--- src/rtl/evt_stamp_pkg.sv ---
package evt_stamp_pkg;

  localparam logic [3:0] ADDR_HUND = 4'h0;
  localparam logic [3:0] ADDR_SEC  = 4'h1;
  localparam logic [3:0] ADDR_CTRL = 4'hF;

  // control word layout, bit 4 down to bit 0
  typedef struct packed {
    logic       armed;
    logic [1:0] debSel;
    logic       levelHigh;
    logic       capEn;
  } ctrlReg_t;

  // strobes from control to datapath
  typedef struct packed {
    logic capture;
    logic clearCaps;
  } dpStrobe_t;

endpackage

--- src/rtl/evt_stamp_filter.sv ---
module evt_stamp_filter #(
  parameter int SYNC_STAGES = 2,
  parameter int SHORT_TICKS = 64,
  parameter int MID_TICKS   = 256,
  parameter int LONG_TICKS  = 2048
) (
  input  logic       clk,
  input  logic       rstN,
  input  logic       tick,
  input  logic       pinAsync,
  input  logic       levelHigh,
  input  logic [1:0] debSel,
  output logic       evtPulse
);
  localparam int CNT_W = $clog2(LONG_TICKS + 1);

  logic [SYNC_STAGES-1:0] syncQ;
  logic                   pinSync;
  logic                   active;
  logic                   fired;
  logic                   reached;
  logic [CNT_W-1:0]       tickCnt;
  logic [CNT_W-1:0]       limit;

  assign pinSync = syncQ[SYNC_STAGES-1];
  assign active  = (pinSync == levelHigh);

  always_comb begin
    case (debSel)
      2'd1:    limit = CNT_W'(SHORT_TICKS);
      2'd2:    limit = CNT_W'(MID_TICKS);
      2'd3:    limit = CNT_W'(LONG_TICKS);
      default: limit = '0;
    endcase
  end

  assign reached = (debSel == 2'd0) || (tick && (tickCnt == limit - 1'b1));

  generate
    if (SYNC_STAGES > 1) begin : g_multi
      always_ff @(posedge clk or negedge rstN) begin
        if (!rstN) syncQ <= '0;
        else       syncQ <= {syncQ[SYNC_STAGES-2:0], pinAsync};
      end
    end else begin : g_single
      always_ff @(posedge clk or negedge rstN) begin
        if (!rstN) syncQ <= '0;
        else       syncQ <= pinAsync;
      end
    end
  endgenerate

  always_ff @(posedge clk or negedge rstN) begin
    if (!rstN) begin
      tickCnt  <= '0;
      fired    <= 1'b0;
      evtPulse <= 1'b0;
    end else begin
      evtPulse <= 1'b0;
      if (!active) begin
        tickCnt <= '0;
        fired   <= 1'b0;
      end else if (!fired) begin
        if (reached) begin
          evtPulse <= 1'b1;
          fired    <= 1'b1;
          tickCnt  <= '0;
        end else if (tick) begin
          tickCnt <= tickCnt + 1'b1;
        end
      end
    end
  end
endmodule

--- src/rtl/evt_stamp_ctrl.sv ---
module evt_stamp_ctrl
  import evt_stamp_pkg::*;
(
  input  logic      clk,
  input  logic      rstN,
  input  logic      wrEn,
  input  logic [3:0] addr,
  input  logic [7:0] wrData,
  input  logic      evtPulse,
  output ctrlReg_t  ctrlQ,
  output dpStrobe_t strobe,
  output logic      subSecClear
);
  logic ctrlWrite;

  assign ctrlWrite = wrEn && (addr == ADDR_CTRL);

  always_ff @(posedge clk or negedge rstN) begin
    if (!rstN) begin
      ctrlQ <= '0;
    end else if (ctrlWrite) begin
      ctrlQ <= ctrlReg_t'(wrData[4:0]);
    end else if (evtPulse && ctrlQ.armed) begin
      ctrlQ.armed <= 1'b0;
    end
  end

  always_comb begin
    strobe.capture   = evtPulse && ctrlQ.capEn;
    strobe.clearCaps = ctrlWrite && wrData[4];
  end

  assign subSecClear = evtPulse && ctrlQ.armed;
endmodule

--- src/rtl/evt_stamp_dp.sv ---
module evt_stamp_dp
  import evt_stamp_pkg::*;
#(
  parameter int HUND_W = 8,
  parameter int SEC_W  = 7,
  parameter int DATA_W = 8
) (
  input  logic              clk,
  input  logic              rstN,
  input  dpStrobe_t         strobe,
  input  logic [HUND_W-1:0] liveHund,
  input  logic [SEC_W-1:0]  liveSec,
  input  logic [3:0]        addr,
  input  ctrlReg_t          ctrlQ,
  output logic [HUND_W-1:0] capHund,
  output logic [SEC_W-1:0]  capSec,
  output logic [DATA_W-1:0] rdData
);
  always_ff @(posedge clk or negedge rstN) begin
    if (!rstN) begin
      capHund <= '0;
      capSec  <= '0;
    end else if (strobe.clearCaps) begin
      capHund <= '0;
      capSec  <= '0;
    end else if (strobe.capture) begin
      capHund <= liveHund;
      capSec  <= liveSec;
    end
  end

  always_comb begin
    case (addr)
      ADDR_HUND: rdData = DATA_W'(capHund);
      ADDR_SEC:  rdData = DATA_W'(capSec);
      ADDR_CTRL: rdData = DATA_W'(ctrlQ);
      default:   rdData = '0;
    endcase
  end
endmodule

--- src/rtl/evt_stamp_top.sv ---
module evt_stamp_top
  import evt_stamp_pkg::*;
#(
  parameter int SHORT_TICKS = 64,
  parameter int MID_TICKS   = 256,
  parameter int LONG_TICKS  = 2048
) (
  input  logic       clk,
  input  logic       rstN,
  input  logic       tick,
  input  logic       evtPin,
  input  logic [7:0] liveHund,
  input  logic [6:0] liveSec,
  input  logic       wrEn,
  input  logic [3:0] addr,
  input  logic [7:0] wrData,
  output logic [7:0] rdData,
  output logic       subSecClear
);
  ctrlReg_t  ctrlQ;
  dpStrobe_t strobe;
  logic      evtPulse;
  logic [7:0] capHund;
  logic [6:0] capSec;

  evt_stamp_filter #(
    .SYNC_STAGES(2),
    .SHORT_TICKS(SHORT_TICKS),
    .MID_TICKS  (MID_TICKS),
    .LONG_TICKS (LONG_TICKS)
  ) i_filter (
    .clk      (clk),
    .rstN     (rstN),
    .tick     (tick),
    .pinAsync (evtPin),
    .levelHigh(ctrlQ.levelHigh),
    .debSel   (ctrlQ.debSel),
    .evtPulse (evtPulse)
  );

  evt_stamp_ctrl i_ctrl (
    .clk        (clk),
    .rstN       (rstN),
    .wrEn       (wrEn),
    .addr       (addr),
    .wrData     (wrData),
    .evtPulse   (evtPulse),
    .ctrlQ      (ctrlQ),
    .strobe     (strobe),
    .subSecClear(subSecClear)
  );

  evt_stamp_dp #(.HUND_W(8), .SEC_W(7), .DATA_W(8)) i_dp (
    .clk     (clk),
    .rstN    (rstN),
    .strobe  (strobe),
    .liveHund(liveHund),
    .liveSec (liveSec),
    .addr    (addr),
    .ctrlQ   (ctrlQ),
    .capHund (capHund),
    .capSec  (capSec),
    .rdData  (rdData)
  );
endmodule

--- config.mk ---
export PLATFORM = sky130hd
export DESIGN_NAME = evt_stamp_top
export DESIGN_NICKNAME = d
export VERILOG_FILES = /design/src/rtl/evt_stamp_pkg.sv /design/src/rtl/evt_stamp_filter.sv /design/src/rtl/evt_stamp_ctrl.sv /design/src/rtl/evt_stamp_dp.sv /design/src/rtl/evt_stamp_top.sv
export SDC_FILE = /design/constraint.sdc
export NUM_CORES = 1
export LEC_CHECK = 0
export ABC_AREA = 1
export BUFFER_PORTS_ARGS = -buffer_cell sky130_fd_sc_hd__buf_4
export CAP_MARGIN = 10
export CORE_MARGIN = 3
export CORE_UTILIZATION = 40
export CTS_CLUSTER_SIZE = 40
export DETAILED_ROUTE_END_ITERATION = 6
export GPL_TIMING_DRIVEN = 0
export PLACE_DENSITY = 0.57
export SYNTH_ARGS = -nofsm -noshare
export SYNTH_HDL_FRONTEND = slang
export SYNTH_SLANG_ARGS = --single-unit
--- constraint.sdc ---
create_clock -name clk -period 4.02 [get_ports clk]
set_clock_uncertainty 0.15 [all_clocks]
set_input_delay 0.804 -clock clk [delete_from_list [all_inputs] [get_ports clk]]
set_output_delay 0.804 -clock clk [all_outputs]
set_load 0.02 [all_outputs]
## Yosys cells after proc, flatten, opt, wreduce, memory -nomap -nowiden

Index checks and enable logic that the tools add are counted.

- Logic and storage cells: 49
- Flip-flop bits (word level): 36

- $add $sub $neg: 2
- Equal/unequal tests: 9
- Reduce and logical (&&, ||, !) cells: 11
- Muxes and demuxes: 17

Operator list:

| cell | count |
|---|---|
| $mux 12 | 4 |
| $pmux 12 s3 | 1 |
| $pmux 8 s3 | 1 |
| $mux 8 | 2 |
| $mux 7 | 2 |
| $add 12x1->12 const B | 1 |
| $eq 12x12->1 | 1 |
| $sub 12x1->12 const B | 1 |
| $mux 1 | 7 |
| $logic_and 1x1->1 | 5 |
| $eq 2x2->1 const B | 2 |
| $eq 4x1->1 const B | 1 |
| $eq 4x4->1 const B | 1 |
| $logic_not 4->1 | 1 |
| $reduce_bool 2->1 | 2 |
| $ne 3x3->1 const B | 1 |
| $eq 2x1->1 const B | 1 |
| $logic_not 2->1 | 1 |
| $ne 2x2->1 const B | 1 |
| $reduce_and 2->1 | 1 |
| $eq 1x1->1 | 1 |
| $logic_or 1x1->1 | 1 |

## Depth between registers and ports, before layout

- Depth in word-level cells: 9
- Mapped depth: 12
- Gate-level depth less buffers: 12

## Modules after synthesis

Synthesis repeated with hierarchy kept, for this count alone.

- Cell total of the unflattened synthesis: 265
- Area total of the unflattened synthesis: 2,194.6 sq um

Modules (own cells, without submodules):

| module | cells each | area an instance (sq um) | times used |
|---|---|---|---|
| evt_stamp_filter | 129 | 1,078.5 | 1 |
| evt_stamp_dp | 99 | 810.8 | 1 |
| evt_stamp_ctrl | 37 | 305.3 | 1 |

## Least setup slack after synthesis

No wires, ideal clock.

- Path kind: input port to output port
- From: input port addr[3]
- To: output port rdData[0]
- Slack: 1.642 ns
- Stages on the path: 5
- Data required time: 3.066 ns
- Data arrival time: 1.424 ns
- Path buffers: 0
- Cells stage by stage: nor2_1 nand3_1 inv_1 nand2_1 o211ai_1

- Longest elaborated chain between the ends: 2

RTL lines:

| item | RTL line | source |
|---|---|---|
| from (decl) | evt_stamp_top.sv:15 | `input logic [3:0] addr,` |
| $eq 4x4->1, or another cell as far along | evt_stamp_dp.sv:33 | `case (addr)` |
| $pmux 8 s3 (*) | evt_stamp_dp.sv:33 |  |
| to (decl) | evt_stamp_top.sv:17 | `output logic [7:0] rdData,` |

Mark *: on every way between the ends. The rest lies on a longest branch, timed or not.

## Worst setup path after layout

- From: input port addr[3]
- To: output port rdData[2]

Same word-level chain as after synthesis.

==> results.toml <==
[outcome]
outcome = "completed"

[clock_network]
clock-sinks = 36
post_cts_resized = 0
clk_latency_ns = 0.28
clk_path_buf_depth = 2
path_clk_slew_ns = 0.07
htree_levels = 2
cts_tree = "done"
cts_setup_buffers = 0
holdBufCountCts = 0
cts_root_buf = "clkbuf_8"
cts_made_buffers = 5

[yosys]
yosysSeqAreaShare = 0.4494
synth_compound_area_frac = 0.1273
synth_top_family_by_area = "simple AND/OR/NAND/NOR gates"
synth_top_cells_by_count = "nand2_1 (68), inv_1 (51), dfrtp_1 (36), nand3_1 (21), nor2_1 (21)"
ys_ff_latch = 36
netlist_area_um2 = 2004
yosys_most_used_dff = "dfrtp_1"
syn_avg_cell_area_um2 = 7.769
netlist.top_cell.by_area = "dfrtp_1"
yosysMostFrequentCell = "nand2_1"
synth_fa_ha_area_frac = 0.02497
synth_edf_count = 0
yosysUniqueCellTypes = 28
synthXorXnorAreaFrac = 0.02185
yosys-top-cells-area = "dfrtp_1 (45%), nand2_1 (13%), inv_1 (9.6%)"
synthCells = 258
yosysTopAreaCellShare = 0.4494
synth_nets = 294
synth-simple-area-share = 0.2634
synth_mux_area_frac = 0
synthArstFlopShare = 1.000
yosysWarnings = 0

[timing]
whs_ns = 0.2012
setup_slack_ns = 1.282
relSlewSlack = 0.6837
finalCritPeriodShare = 0.6812
worstMarginPinSlew_ns = 0.4745
finalHoldViolCount = 0
max_freq_ghz = 0.3652
setup_violations = 0
setup_tns_ns = 0
fin_crit_ns = 2.738
rsz0062_at_grt = "false"
slew_viol_final = 0

[grt]
grt-ovfl-total = 0
antenna_found_initial = 0
grt_pass1_vias = 1649
grt_max_degree = 37
grt_pass1_wl_um = 7514
gr-usage-all-layers = 0.1591

[setup_path]
cp.required_ns = 3.07
arrival_ns = 1.78
cpMaxStageDelayCell = "inv_1"
crit_type = "input pin to output pin"
critical_path_buf_inv_count = 3
path_delay_family = "buffers and inverters"
crit_fanout = 7
cp_slowest_stage_delay_ns = 0.23
startpoint_type = "input pin"
crit_path_end_kind = "output pin"
reg2reg_depth = 12
cp.depth = 7
path_cells = "buf_4 -> nor2_1 -> nand3_1 -> inv_1 -> nand2_1 -> o211ai_1 -> buf_4"
cp_common_cell = "buf_4"

[place]
post-dp-hpwl_um = 3157
numPortBuffers = 37
post_dp_cell_area_um2 = 2366
place_ws_ns = 1.294
placed_cells = 362
gp_congestion = 0.8015

[min_path]
whs_path_depth = 0
min_path_type = "flop to flop"

[cells_and_area]
area_growth_pct = 21.91
fillCellCount = 475
seqCellArea_um2 = 900.9
antennaDiodeCount = 0
final_area_um2 = 2444
finalNonFillerCells = 369
layout-drive-gt1-share = 0.1854
multi_input_area_um2 = 877.1
nets = 338

[pwr]
p_leak_nw = 1.323
power_density_nw_per_um2 = 401.4
peakVddDrop_uv = 241.0

[die]
rows = 25
chipWidth_um = 76.79
initial_utilization = 0.4188
dieArea_um2 = 5897
io_pins = 41
core-area_um2 = 4786
die_y_um = 76.79

[detailed_routing]
drt_iter0_drc = 61
avgViaCountPerCell = 4.491
vias = 1657
routedWlPerCell_um = 11.36
drt_wl_total_um = 4190
antenna_left = 0
remaining_drc_errors = 0
drt-pass1-iter-count = 6

[run]
max_cap_violations = 0
==> per-layer routing <==
| metal | vias to the layer above | track usage | part of all wire |
|---|---|---|---|
| li1 | 890 | - | - |
| met1 | 730 | 0.2233 | 0.52 |
| met2 | 30 | 0.2378 | 0.42 |
| met3 | 7 | 0.03991 | 0.048 |
| met4 | 0 | 0.05435 | 0.014 |
| met5 | - | 0 | 0 |
==> cell usage in the layout, fill, tap and decap left out, types with 2 or more instances in the layout <==
cell      instances
a21boi_0          4
a21boi_1          8
a21boi_2          2
a22o_1            2
buf_4            38
clkbuf_8          5
dfrtp_1          36
ha_1              4
inv_1            51
inv_2             3
nand2_1          68
nand2_2           2
nand3_1          21
nand4_1           3
nor2_1           21
o211ai_1          5
o21ai_0          11
o22ai_1           2
xnor2_1           2
xor2_1            3
==> cells by family (layout without fill, tap and decap cells) <==
group                    after synthesis  after routing
XOR/XNOR                               5              5
flip-flops                            36             36
AND/OR/NAND/NOR                      119            119
AO/OA/AOI/OAI                         37             37
buffers and inverters                 57            101
adder cells (fa/ha/maj)                4              4
==> sequential cells by signal (all words and copies together) (netlist names) <==
register,count
i_ctrl.ctrlQ,5
i_dp.capHund,8
i_dp.capSec,7
i_filter.evtPulse,1
i_filter.fired,1
i_filter.syncQ,2
i_filter.tickCnt,12
==> worst register-to-register path, cell delays in order, from the launching register on <==
cell,delay [ns]
dfrtp_1,0.36
inv_1,0.15
ha_1,0.27
inv_1,0.06
nand2_1,0.04
nand2_1,0.06
nand2_1,0.04
nor2_1,0.08
nand2_1,0.08
nand3_1,0.07
nand2_1,0.05
inv_1,0.20
nor2_1,0.08
==> worst paths after layout <==
kind                                        start              endpoint  slack (ns)
worst max-delay path                      addr[3]             rdData[2]        1.28
worst min-delay path            i_filter.syncQ[0]     i_filter.syncQ[1]        0.20
worst max register to register    i_ctrl.ctrlQ[3]  i_filter.tickCnt[11]        2.23
worst min register to register  i_filter.syncQ[0]     i_filter.syncQ[1]        0.20
max in group asynchronous                    rstN       i_dp.capHund[2]        3.06
min in group asynchronous                    rstN   i_filter.tickCnt[5]        0.32
==> where the power goes <==
group	switching [mW]	total, mW	internal [mW]	leakage, nW
Sequential	0.0476	0.495	0.448	0.469
Combinational	0.144	0.246	0.101	0.813
Clock	0.122	0.240	0.118	0.0410
==> cell type report <==
type | instances | area share
Sequential cell | 36 | 0.3687
Multi-Input combinational cell | 165 | 0.3589
Timing Repair Buffer | 37 | 0.1137
Inverter | 54 | 0.08295
Tap cell | 67 | 0.03431
Clock buffer | 6 | 0.02970
Buffer | 3 | 0.009729
Clock inverter | 1 | 0.002048
==> per-stage QoR <==
| step | total power [mW] | util |
|---|---|---|
| finish | 0.9809 | 0.5106 |
| floorplan | 0.6628 | - |
| CTS | 0.9952 | 0.5106 |
| global route | 1.066 | 0.5106 |
| global placement | 0.7467 | 0.4944 |
| detailed placement | 0.7518 | 0.4944 |
(Power assumes the default switching activity.)
